--- src/rtl/mppt_pkg.sv ---
package mppt_pkg;
    // Controller sequencing states
    typedef enum logic [1:0] {
        ST_IDLE = 2'd0,
        ST_RUN  = 2'd1,
        ST_WAIT = 2'd2,
        ST_LOCK = 2'd3
    } ctrl_state_e;

    // Which variable is being climbed
    typedef enum logic {
        PH_STAGE = 1'b0,
        PH_FREQ  = 1'b1
    } search_phase_e;
endpackage

--- src/rtl/mppt_window_timer.sv ---
// Counts one trial window; active for exactly the loaded length (0 acts as 1).
module mppt_window_timer #(
    parameter int WIN_W = 16
) (
    input  logic             clk_i,
    input  logic             rst_ni,
    input  logic             load_i,
    input  logic [WIN_W-1:0] len_i,
    output logic             active_o,
    output logic             expire_o
);
    localparam logic [WIN_W-1:0] ONE = WIN_W'(1);

    logic [WIN_W-1:0] cnt_d, cnt_q;

    always_comb begin
        cnt_d = cnt_q;
        if (load_i) begin
            cnt_d = (len_i == '0) ? ONE : len_i;
        end else if (cnt_q != '0) begin
            cnt_d = cnt_q - ONE;
        end
    end

    always_ff @(posedge clk_i or negedge rst_ni) begin
        if (!rst_ni) cnt_q <= '0;
        else         cnt_q <= cnt_d;
    end

    assign active_o = (cnt_q != '0);
    assign expire_o = (cnt_q == ONE);
endmodule

--- src/rtl/mppt_peak_judge.sv ---
// Keeps the best peak seen so far and flags a strictly greater new sample.
module mppt_peak_judge #(
    parameter int PEAK_W = 10
) (
    input  logic              clk_i,
    input  logic              rst_ni,
    input  logic              capture_i,
    input  logic [PEAK_W-1:0] peak_i,
    output logic              better_o
);
    logic [PEAK_W-1:0] best_d, best_q;

    always_comb begin
        best_d = capture_i ? peak_i : best_q;
    end

    always_ff @(posedge clk_i or negedge rst_ni) begin
        if (!rst_ni) best_q <= '0;
        else         best_q <= best_d;
    end

    assign better_o = (peak_i > best_q);
endmodule

--- src/rtl/mppt_seq_ctrl.sv ---
module mppt_seq_ctrl #(
    parameter int STAGE_MIN = 1,
    parameter int STAGE_MAX = 16,
    parameter int FREQ_MAX  = 7,
    parameter int PEAK_W    = 10,
    parameter int WIN_W     = 16,
    parameter int STAGE_W   = $clog2(STAGE_MAX + 1),
    parameter int FREQ_W    = (FREQ_MAX > 0) ? $clog2(FREQ_MAX + 1) : 1
) (
    input  logic               clk_i,
    input  logic               rst_ni,
    input  logic               start_i,
    input  logic [WIN_W-1:0]   win_len_i,
    input  logic               meas_done_i,
    input  logic [PEAK_W-1:0]  peak_i,
    output logic [STAGE_W-1:0] stage_o,
    output logic [FREQ_W-1:0]  freq_o,
    output logic               run_en_o,
    output logic               done_o,
    output logic               locked_o
);
    import mppt_pkg::*;

    localparam logic [STAGE_W-1:0] STG_LO  = STAGE_W'(STAGE_MIN);
    localparam logic [STAGE_W-1:0] STG_HI  = STAGE_W'(STAGE_MAX);
    localparam logic [STAGE_W-1:0] STG_ONE = STAGE_W'(1);
    localparam logic [FREQ_W-1:0]  FRQ_HI  = FREQ_W'(FREQ_MAX);
    localparam logic [FREQ_W-1:0]  FRQ_ONE = FREQ_W'(1);

    typedef struct packed {
        ctrl_state_e        state;
        search_phase_e      phase;
        logic               first;
        logic               done;
        logic [STAGE_W-1:0] stage;
        logic [FREQ_W-1:0]  freq;
    } ctrl_t;

    ctrl_t cur_q, nxt_d;

    logic win_load;
    logic capture;
    logic better;
    logic win_active;
    logic win_expire;

    mppt_window_timer #(
        .WIN_W (WIN_W)
    ) i_timer (
        .clk_i    (clk_i),
        .rst_ni   (rst_ni),
        .load_i   (win_load),
        .len_i    (win_len_i),
        .active_o (win_active),
        .expire_o (win_expire)
    );

    mppt_peak_judge #(
        .PEAK_W (PEAK_W)
    ) i_judge (
        .clk_i     (clk_i),
        .rst_ni    (rst_ni),
        .capture_i (capture),
        .peak_i    (peak_i),
        .better_o  (better)
    );

    logic stage_room;
    logic freq_room;
    assign stage_room = (cur_q.stage > STG_LO);
    assign freq_room  = (cur_q.freq < FRQ_HI);

    always_comb begin
        logic take;
        logic to_freq;
        logic to_lock;
        logic go_run;

        nxt_d    = cur_q;
        nxt_d.done = 1'b0;
        win_load = 1'b0;
        capture  = 1'b0;
        take     = 1'b0;
        to_freq  = 1'b0;
        to_lock  = 1'b0;
        go_run   = 1'b0;

        unique case (cur_q.state)
            ST_IDLE, ST_LOCK: begin
                if (start_i) begin
                    nxt_d.stage = STG_HI;
                    nxt_d.freq  = '0;
                    nxt_d.phase = PH_STAGE;
                    nxt_d.first = 1'b1;
                    go_run      = 1'b1;
                end
            end
            ST_RUN: begin
                if (win_expire) nxt_d.state = ST_WAIT;
            end
            ST_WAIT: begin
                if (meas_done_i) begin
                    take        = cur_q.first || better;
                    capture     = take;
                    nxt_d.first = 1'b0;
                    if (cur_q.phase == PH_STAGE) begin
                        if (take && stage_room) begin
                            nxt_d.stage = cur_q.stage - STG_ONE;
                            go_run      = 1'b1;
                        end else begin
                            if (!take) nxt_d.stage = cur_q.stage + STG_ONE;
                            to_freq = 1'b1;
                        end
                    end else begin
                        if (take && freq_room) begin
                            nxt_d.freq = cur_q.freq + FRQ_ONE;
                            go_run     = 1'b1;
                        end else begin
                            if (!take) nxt_d.freq = cur_q.freq - FRQ_ONE;
                            to_lock = 1'b1;
                        end
                    end
                    if (to_freq) begin
                        nxt_d.phase = PH_FREQ;
                        if (freq_room) begin
                            nxt_d.freq = cur_q.freq + FRQ_ONE;
                            go_run     = 1'b1;
                        end else begin
                            to_lock = 1'b1;
                        end
                    end
                end
            end
            default: nxt_d.state = ST_IDLE;
        endcase

        if (go_run) begin
            win_load    = 1'b1;
            nxt_d.state = ST_RUN;
        end
        if (to_lock) begin
            nxt_d.state = ST_LOCK;
            nxt_d.done  = 1'b1;
        end
    end

    always_ff @(posedge clk_i or negedge rst_ni) begin
        if (!rst_ni) begin
            cur_q.state <= ST_IDLE;
            cur_q.phase <= PH_STAGE;
            cur_q.first <= 1'b0;
            cur_q.done  <= 1'b0;
            cur_q.stage <= STG_HI;
            cur_q.freq  <= '0;
        end else begin
            cur_q <= nxt_d;
        end
    end

    assign stage_o  = cur_q.stage;
    assign freq_o   = cur_q.freq;
    assign run_en_o = win_active;
    assign done_o   = cur_q.done;
    assign locked_o = (cur_q.state == ST_LOCK);
endmodule

--- config.mk ---
export PLATFORM = sky130hd
export DESIGN_NAME = mppt_seq_ctrl
export DESIGN_NICKNAME = d
export VERILOG_FILES = /design/src/rtl/mppt_pkg.sv /design/src/rtl/mppt_window_timer.sv /design/src/rtl/mppt_peak_judge.sv /design/src/rtl/mppt_seq_ctrl.sv
export SDC_FILE = /design/constraint.sdc
export NUM_CORES = 1
export LEC_CHECK = 0
export BUFFER_PORTS_ARGS = -buffer_cell sky130_fd_sc_hd__buf_2
export CAP_MARGIN = 5
export CORE_MARGIN = 2
export CORE_UTILIZATION = 30
export CTS_BUF_LIST = sky130_fd_sc_hd__clkbuf_4 sky130_fd_sc_hd__clkbuf_8
export DETAILED_ROUTE_END_ITERATION = 10
export PLACE_DENSITY = 0.51
export SLEW_MARGIN = 10
export SYNTH_ARGS = -nofsm -noshare
export SYNTH_HDL_FRONTEND = slang
export SYNTH_HIERARCHICAL = 1
export SYNTH_SLANG_ARGS = --single-unit
--- constraint.sdc ---
create_clock -name clk_i -period 6.3 [get_ports clk_i]
set_clock_uncertainty 0.05 [all_clocks]
set_input_delay 1.26 -clock clk_i [delete_from_list [all_inputs] [get_ports clk_i]]
set_output_delay 1.26 -clock clk_i [all_outputs]
set_load 0.03 [all_outputs]
# After elaboration in Yosys (flattened, before gate mapping)
# Cells that the tools add are included.
# word_totals
regBits,39
inputBits,30
output_inout_bits,11
# op_classes
add_sub_neg,5
magnitude_cmp,3
n_eq_ne,9
muxes,44
n_reduce_logical,15
# op_table
cell,count
$mux W16,3
$mux W1,22
$eq A16 B1 Y1 const B,1
$logic_not A16 Y1,1
$mux W8,2
$pmux W8 S2,1
$reduce_bool A16 Y1,1
$sub A16 B1 Y16 const B,1
$mux W3,5
$mux W5,3
$mux W2,6
$gt A10 B10 Y1,1
$ne A2 B2 Y1 const B,4
$reduce_bool A3 Y1,2
$add A5 B1 Y5 const B,1
$gt A5 B1 Y1 const B,1
$reduce_and A5 Y1,1
$sub A5 B1 Y5 const B,1
$eq A2 B2 Y1 const B,2
$pmux W2 S2,1
$reduce_and A4 Y1,1
$reduce_bool A2 Y1,2
$add A3 B1 Y3 const B,1
$lt A3 B3 Y1 const B,1
10 further kinds,11

# Depth between registers and ports, before layout
# logic_depth
ltp_word,12
depth_mapped,16
mapped_depth_nobuf,14

# Cells and area by module
# Netlist, hierarchy kept.
# modules_own_cells
mod,instances,cells_each,area_each_um2,seq_area_each_um2
mppt_seq_ctrl,1,119,1064.8,326.6
mppt_window_timer,1,109,1027.2,400.4
mppt_peak_judge,1,66,601.8,250.2

# Worst setup path before layout
# OpenSTA, ideal clock, no wires.
# synth_timing
path_type,input to register
startpoint,input port peak_i[7]
endpoint,register i_timer.cnt_q[10]
setup_ns,0.069
arrival_time_ns,3.698
required_ns,6.181
slack_ns,2.483
cell_stages,12
path_buffers,2
path_cell_list,ha_1 a211oi_2 nor2_1 o41a_1 or2_2 buf_1 o211a_1 o21bai_1 a21oi_1 buf_2 or4b_1 nand3_1
# synth_via
elab_chain_cells,12
word_cells_on_any_way,18
# synth_rtl
item,line_no,text
"start, declared",mppt_seq_ctrl.sv:15,"input logic [PEAK_W-1:0] peak_i,"
$gt A10 B10 Y1 (*),mppt_peak_judge.sv:22,assign better_o = (peak_i > best_q);
net better,mppt_seq_ctrl.sv:43,logic better;
$logic_or A1 B1 Y1 (*),mppt_seq_ctrl.sv:103,take = cur_q.first || better;
$logic_and A1 B1 Y1,mppt_seq_ctrl.sv:107,if (take && stage_room) begin
$mux W1,mppt_seq_ctrl.sv:107,
$mux W1,mppt_seq_ctrl.sv:106,if (cur_q.phase == PH_STAGE) begin
$mux W1,mppt_seq_ctrl.sv:102,if (meas_done_i) begin
$mux W1,mppt_seq_ctrl.sv:88,unique case (cur_q.state)
$mux W1 (*),mppt_seq_ctrl.sv:123,if (to_freq) begin
$mux W1 (*),mppt_seq_ctrl.sv:102,
$pmux W1 S2 (*),mppt_seq_ctrl.sv:88,
$mux W1 (*),mppt_seq_ctrl.sv:137,if (go_run) begin
net win_load,mppt_seq_ctrl.sv:41,logic win_load;
$mux W16 or $reduce_bool A2 Y1 (tied branches),n/a,
"end signal, assigned",mppt_window_timer.sv:27,else cnt_q <= cnt_d;
"end, declared",mppt_window_timer.sv:14,"logic [WIN_W-1:0] cnt_d, cnt_q;"
# Mark *: on every way through the listed nets, which the timed path passes. The rest lies on a longest branch. The select of a mux whose other input is x is not followed.
# A chain may end at the register's enable or synchronous reset.

# Final worst setup path
# layout_timing
startpoint,input port peak_i[7]
endpoint,register i_timer.cnt_q[0]
# The elaborated chain is that of the path after synthesis.

==> results by group <==
Outcome
  • Status: complete, no violations

Yosys
  • Mapped cell area: 2694 um2
  • Sequential element share of the synthesized area: 0.3627
  • Post-synth ARST share: 1.000
  • Gate Count Post-Synth: 294
  • Synth Net Count: 344
  • Syn avg cell area: 9.163 um2
  • Yosys warns: 6
  • Unique masters post-synth: 65
  • Top FF cell, synth: dfrtp_1
  • Number of synthesized flops with an enable pin: 0
  • #FFs+latches synth: 39

Setup path
  • CP Launch Type: primary input
  • Crit path to: i_timer/cnt_q[0]
  • CP arrival: 4050 ps
  • Worst setup startpoint: peak_i[7]
  • Setup crit end kind: flop
  • Worst-path maximum fanout: 17
  • R2R Setup Slk: 3070 ps
  • R2R Path End: i_timer/cnt_q[0]
  • Worst flop-to-flop path startpoint: i_judge/best_q[7]
  • FF-to-FF path depth: 14
  • CP required: 6430 ps
  • Kind of critical path: primary input to flop

Routing
  • Via count: 2248
  • Total Wirelength: 6.108 mm
  • Initial DRT Pass Iterations: 4
  • Via density per instance: 5.192
  • Post-route DRC: 0
  • Final ANT Viol Nets: 0
  • 1st-iter DRT viols: 88
  • WL/cell: 14.11 um

Floorplanning
  • Row cnt: 34
  • Die extent in x: 98.76 um
  • Die height: 98.76 um
  • Core box area: 8721 um2
  • Die outline area: 9754 um2
  • Initial Util: 0.3089
  • Ports: 41

Place
  • Placed insts: 425
  • Dpl hpwl: 4.537 mm
  • Gpl congestion: 0.8637
  • IO buf count: 40
  • Place WS: 2068 ps

CTS
  • Hold_buf cts: 0
  • TritonCTS clock tree: done
  • H-tree depth: 2
  • CTS clk-pin slew, worst paths: 80 ps
  • # Post-CTS Setup Buffers: 0
  • Num CTS Buffers: 5
  • CTS Buffer Depth: 2
  • CTS sink cnt: 39
  • Root Buffer: clkbuf_8
  • CTS resizes: 0
  • Worst skew pair latency: 290 ps

Global route
  • Largest net degree at the start of global routing: 40
  • Initial antenna violation count: 0
  • Tot GR Track Use: 0.1285
  • Congestion Overflow GR: 0
  • Vias in the first global route: 2138
  • First-pass GRT wire length: 10.37 mm

Final layout
  • Area growth from synthesis to layout: 11.94%
  • Nets: 374
  • Layout Utilization: 0.3458
  • Storage element area: 977.2 um2
  • # fillers: 887
  • Antenna cells: 0
  • Layout Cells excl Fill: 433
  • Share of cells above drive strength 1: 0.2185
  • Area of the multi-input gates: 1518 um2

Timing
  • Max_slew headroom: 0.3253
  • Period utilization: 0.6231
  • Crit path time final: 3926 ps
  • Final sum of negative setup slack: 0 ps
  • Worst-margin pin slew: 1008 ps
  • Fin. Hold Viols: 0
  • Unrepaired setup endpoints after global routing: false
  • Final Slew Violations: 0
  • Achievable Freq: 254.7 MHz
  • Finish-stage setup viols: 0
  • Post-layout worst setup margin: 2374 ps

Worst hold path
  • Hold Crit Class: flop to flop

Pwr
  • Maximum VDD drop: 0.09082 mV
  • Power Density: 335.9 nW/um2
  • Leakage Power: 1.363 nW

Run
  • Max-capacitance violation count: 0
==> state kept, by name, summed over array words and instances (netlist names) <==
| signal | flops |
|---|---|
| i_judge/best_q | 10 |
| freq_o | 3 |
| done_o | 1 |
| cur_q | 4 |
| stage_o | 5 |
| i_timer/cnt_q | 16 |
==> power breakdown <==
group,switching [mW],internal [mW],leakage (nW)
sequential,0.108,0.326,0.454
combinational,0.235,0.174,0.861
clock,0.0934,0.0760,0.0477
total,0.437,0.576,1.36
==> worst max-delay path: stages <==
cell      delay, ps
buf_2           100
ha_1            300
nand4_1         140
nor3_1          210
o41a_1          230
or2_2           190
o211a_1         230
o21bai_1         80
a21oi_1         140
buf_4           220
clkinv_1        250
a41oi_1         450
nor2b_1         180
a21oi_1          50
==> kinds of logic after synthesis <==
kind of cell | count (synthesis) | share of synthesized area
compound gates | 80 | 0.2076
xor+xnor | 8 | 0.02601
fa+ha+maj | 20 | 0.09289
buf+inv | 43 | 0.07385
flops | 39 | 0.3628
mux | 5 | 0.01904
simple gates | 99 | 0.2178
==> through the flow <==
step / total power, mW / area, um2 / hold WS, ps
final: 1.013 / 3015 / 478.6
after global routing: 1.093 / 3015 / 505.2
after CTS: 1.023 / 3015 / 478.9
after detailed placement: 0.8479 / 2932 / 459.7
after global placement: 0.8422 / 2932 / 447.1
after floorplan: 0.7520 / 2694 / 434.8
==> cells in the final DEF, fill, tap and decap left out, drive strengths merged, types with 2 or more instances in the layout <==
cell type | netlist | routed
clkinv | 1 | 4
inv | 24 | 24
buf | 13 | 41
ha | 20 | 20
nand4 | 7 | 7
xnor2 | 2 | 2
nor2 | 18 | 18
dfrtp | 38 | 38
a21o | 3 | 3
o21ai | 29 | 29
xor2 | 6 | 6
a221oi | 3 | 3
mux2i | 4 | 4
a22o | 2 | 2
a2bb2oi | 2 | 2
nor3 | 6 | 6
a311oi | 3 | 3
or4b | 2 | 2
or3 | 2 | 2
nand3 | 7 | 7
a32oi | 2 | 2
clkbuf | 5 | 5
nand4b | 2 | 2
a31oi | 3 | 3
nor4 | 8 | 8
nor2b | 3 | 3
nand2 | 30 | 30
o211ai | 3 | 3
o31ai | 2 | 2
or2 | 4 | 4
nand3b | 3 | 3
a21oi | 14 | 14
==> cells in the mapped netlist, drive strengths merged, types with 3 or more instances <==
cell type / count / area share
a21o: 3 / 0.0084
a21oi: 14 / 0.026
a221oi: 3 / 0.0098
a311oi: 3 / 0.0098
a31oi: 3 / 0.0070
buf: 13 / 0.032
clkbuf: 5 / 0.0070
dfrtp: 38 / 0.35
ha: 20 / 0.093
inv: 24 / 0.033
mux2i: 4 / 0.015
nand2: 30 / 0.042
nand3: 7 / 0.013
nand3b: 3 / 0.0084
nand4: 7 / 0.022
nor2: 18 / 0.025
nor2b: 3 / 0.0070
nor3: 6 / 0.011
nor4: 8 / 0.034
o211ai: 3 / 0.0084
o21ai: 29 / 0.055
or2: 4 / 0.0093
xor2: 6 / 0.020
==> routing by layer <==
metal  GRT usage  wire length (um)
met1      0.1873              2994
met2      0.1944              2863
met3     0.02270               181
met4     0.03899                68
met5           0                 0
==> how the worst min path moves through the flow <==
stage,cells after the start,slack [ps],from,endpoint
finish,1,480,i_judge/best_q[0],i_judge/best_q[0]
floorplan,1,430,i_judge/best_q[0],i_judge/best_q[0]
detailed placement,1,460,i_judge/best_q[0],i_judge/best_q[0]
global placement,1,450,i_judge/best_q[0],i_judge/best_q[0]
CTS,1,480,i_judge/best_q[0],i_judge/best_q[0]
global route,1,510,i_judge/best_q[0],i_judge/best_q[0]
==> final cells by class <==
class / instances / area share
Clock buffer: 5 / 0.02282
Clock inverter: 3 / 0.004979
Inverter: 25 / 0.03112
Multi-Input combinational cell: 212 / 0.5033
Sequential cell: 39 / 0.3241
Tap cell: 108 / 0.04481
Timing Repair Buffer: 41 / 0.06888
Note: power is estimated with default switching activity, not from simulation.
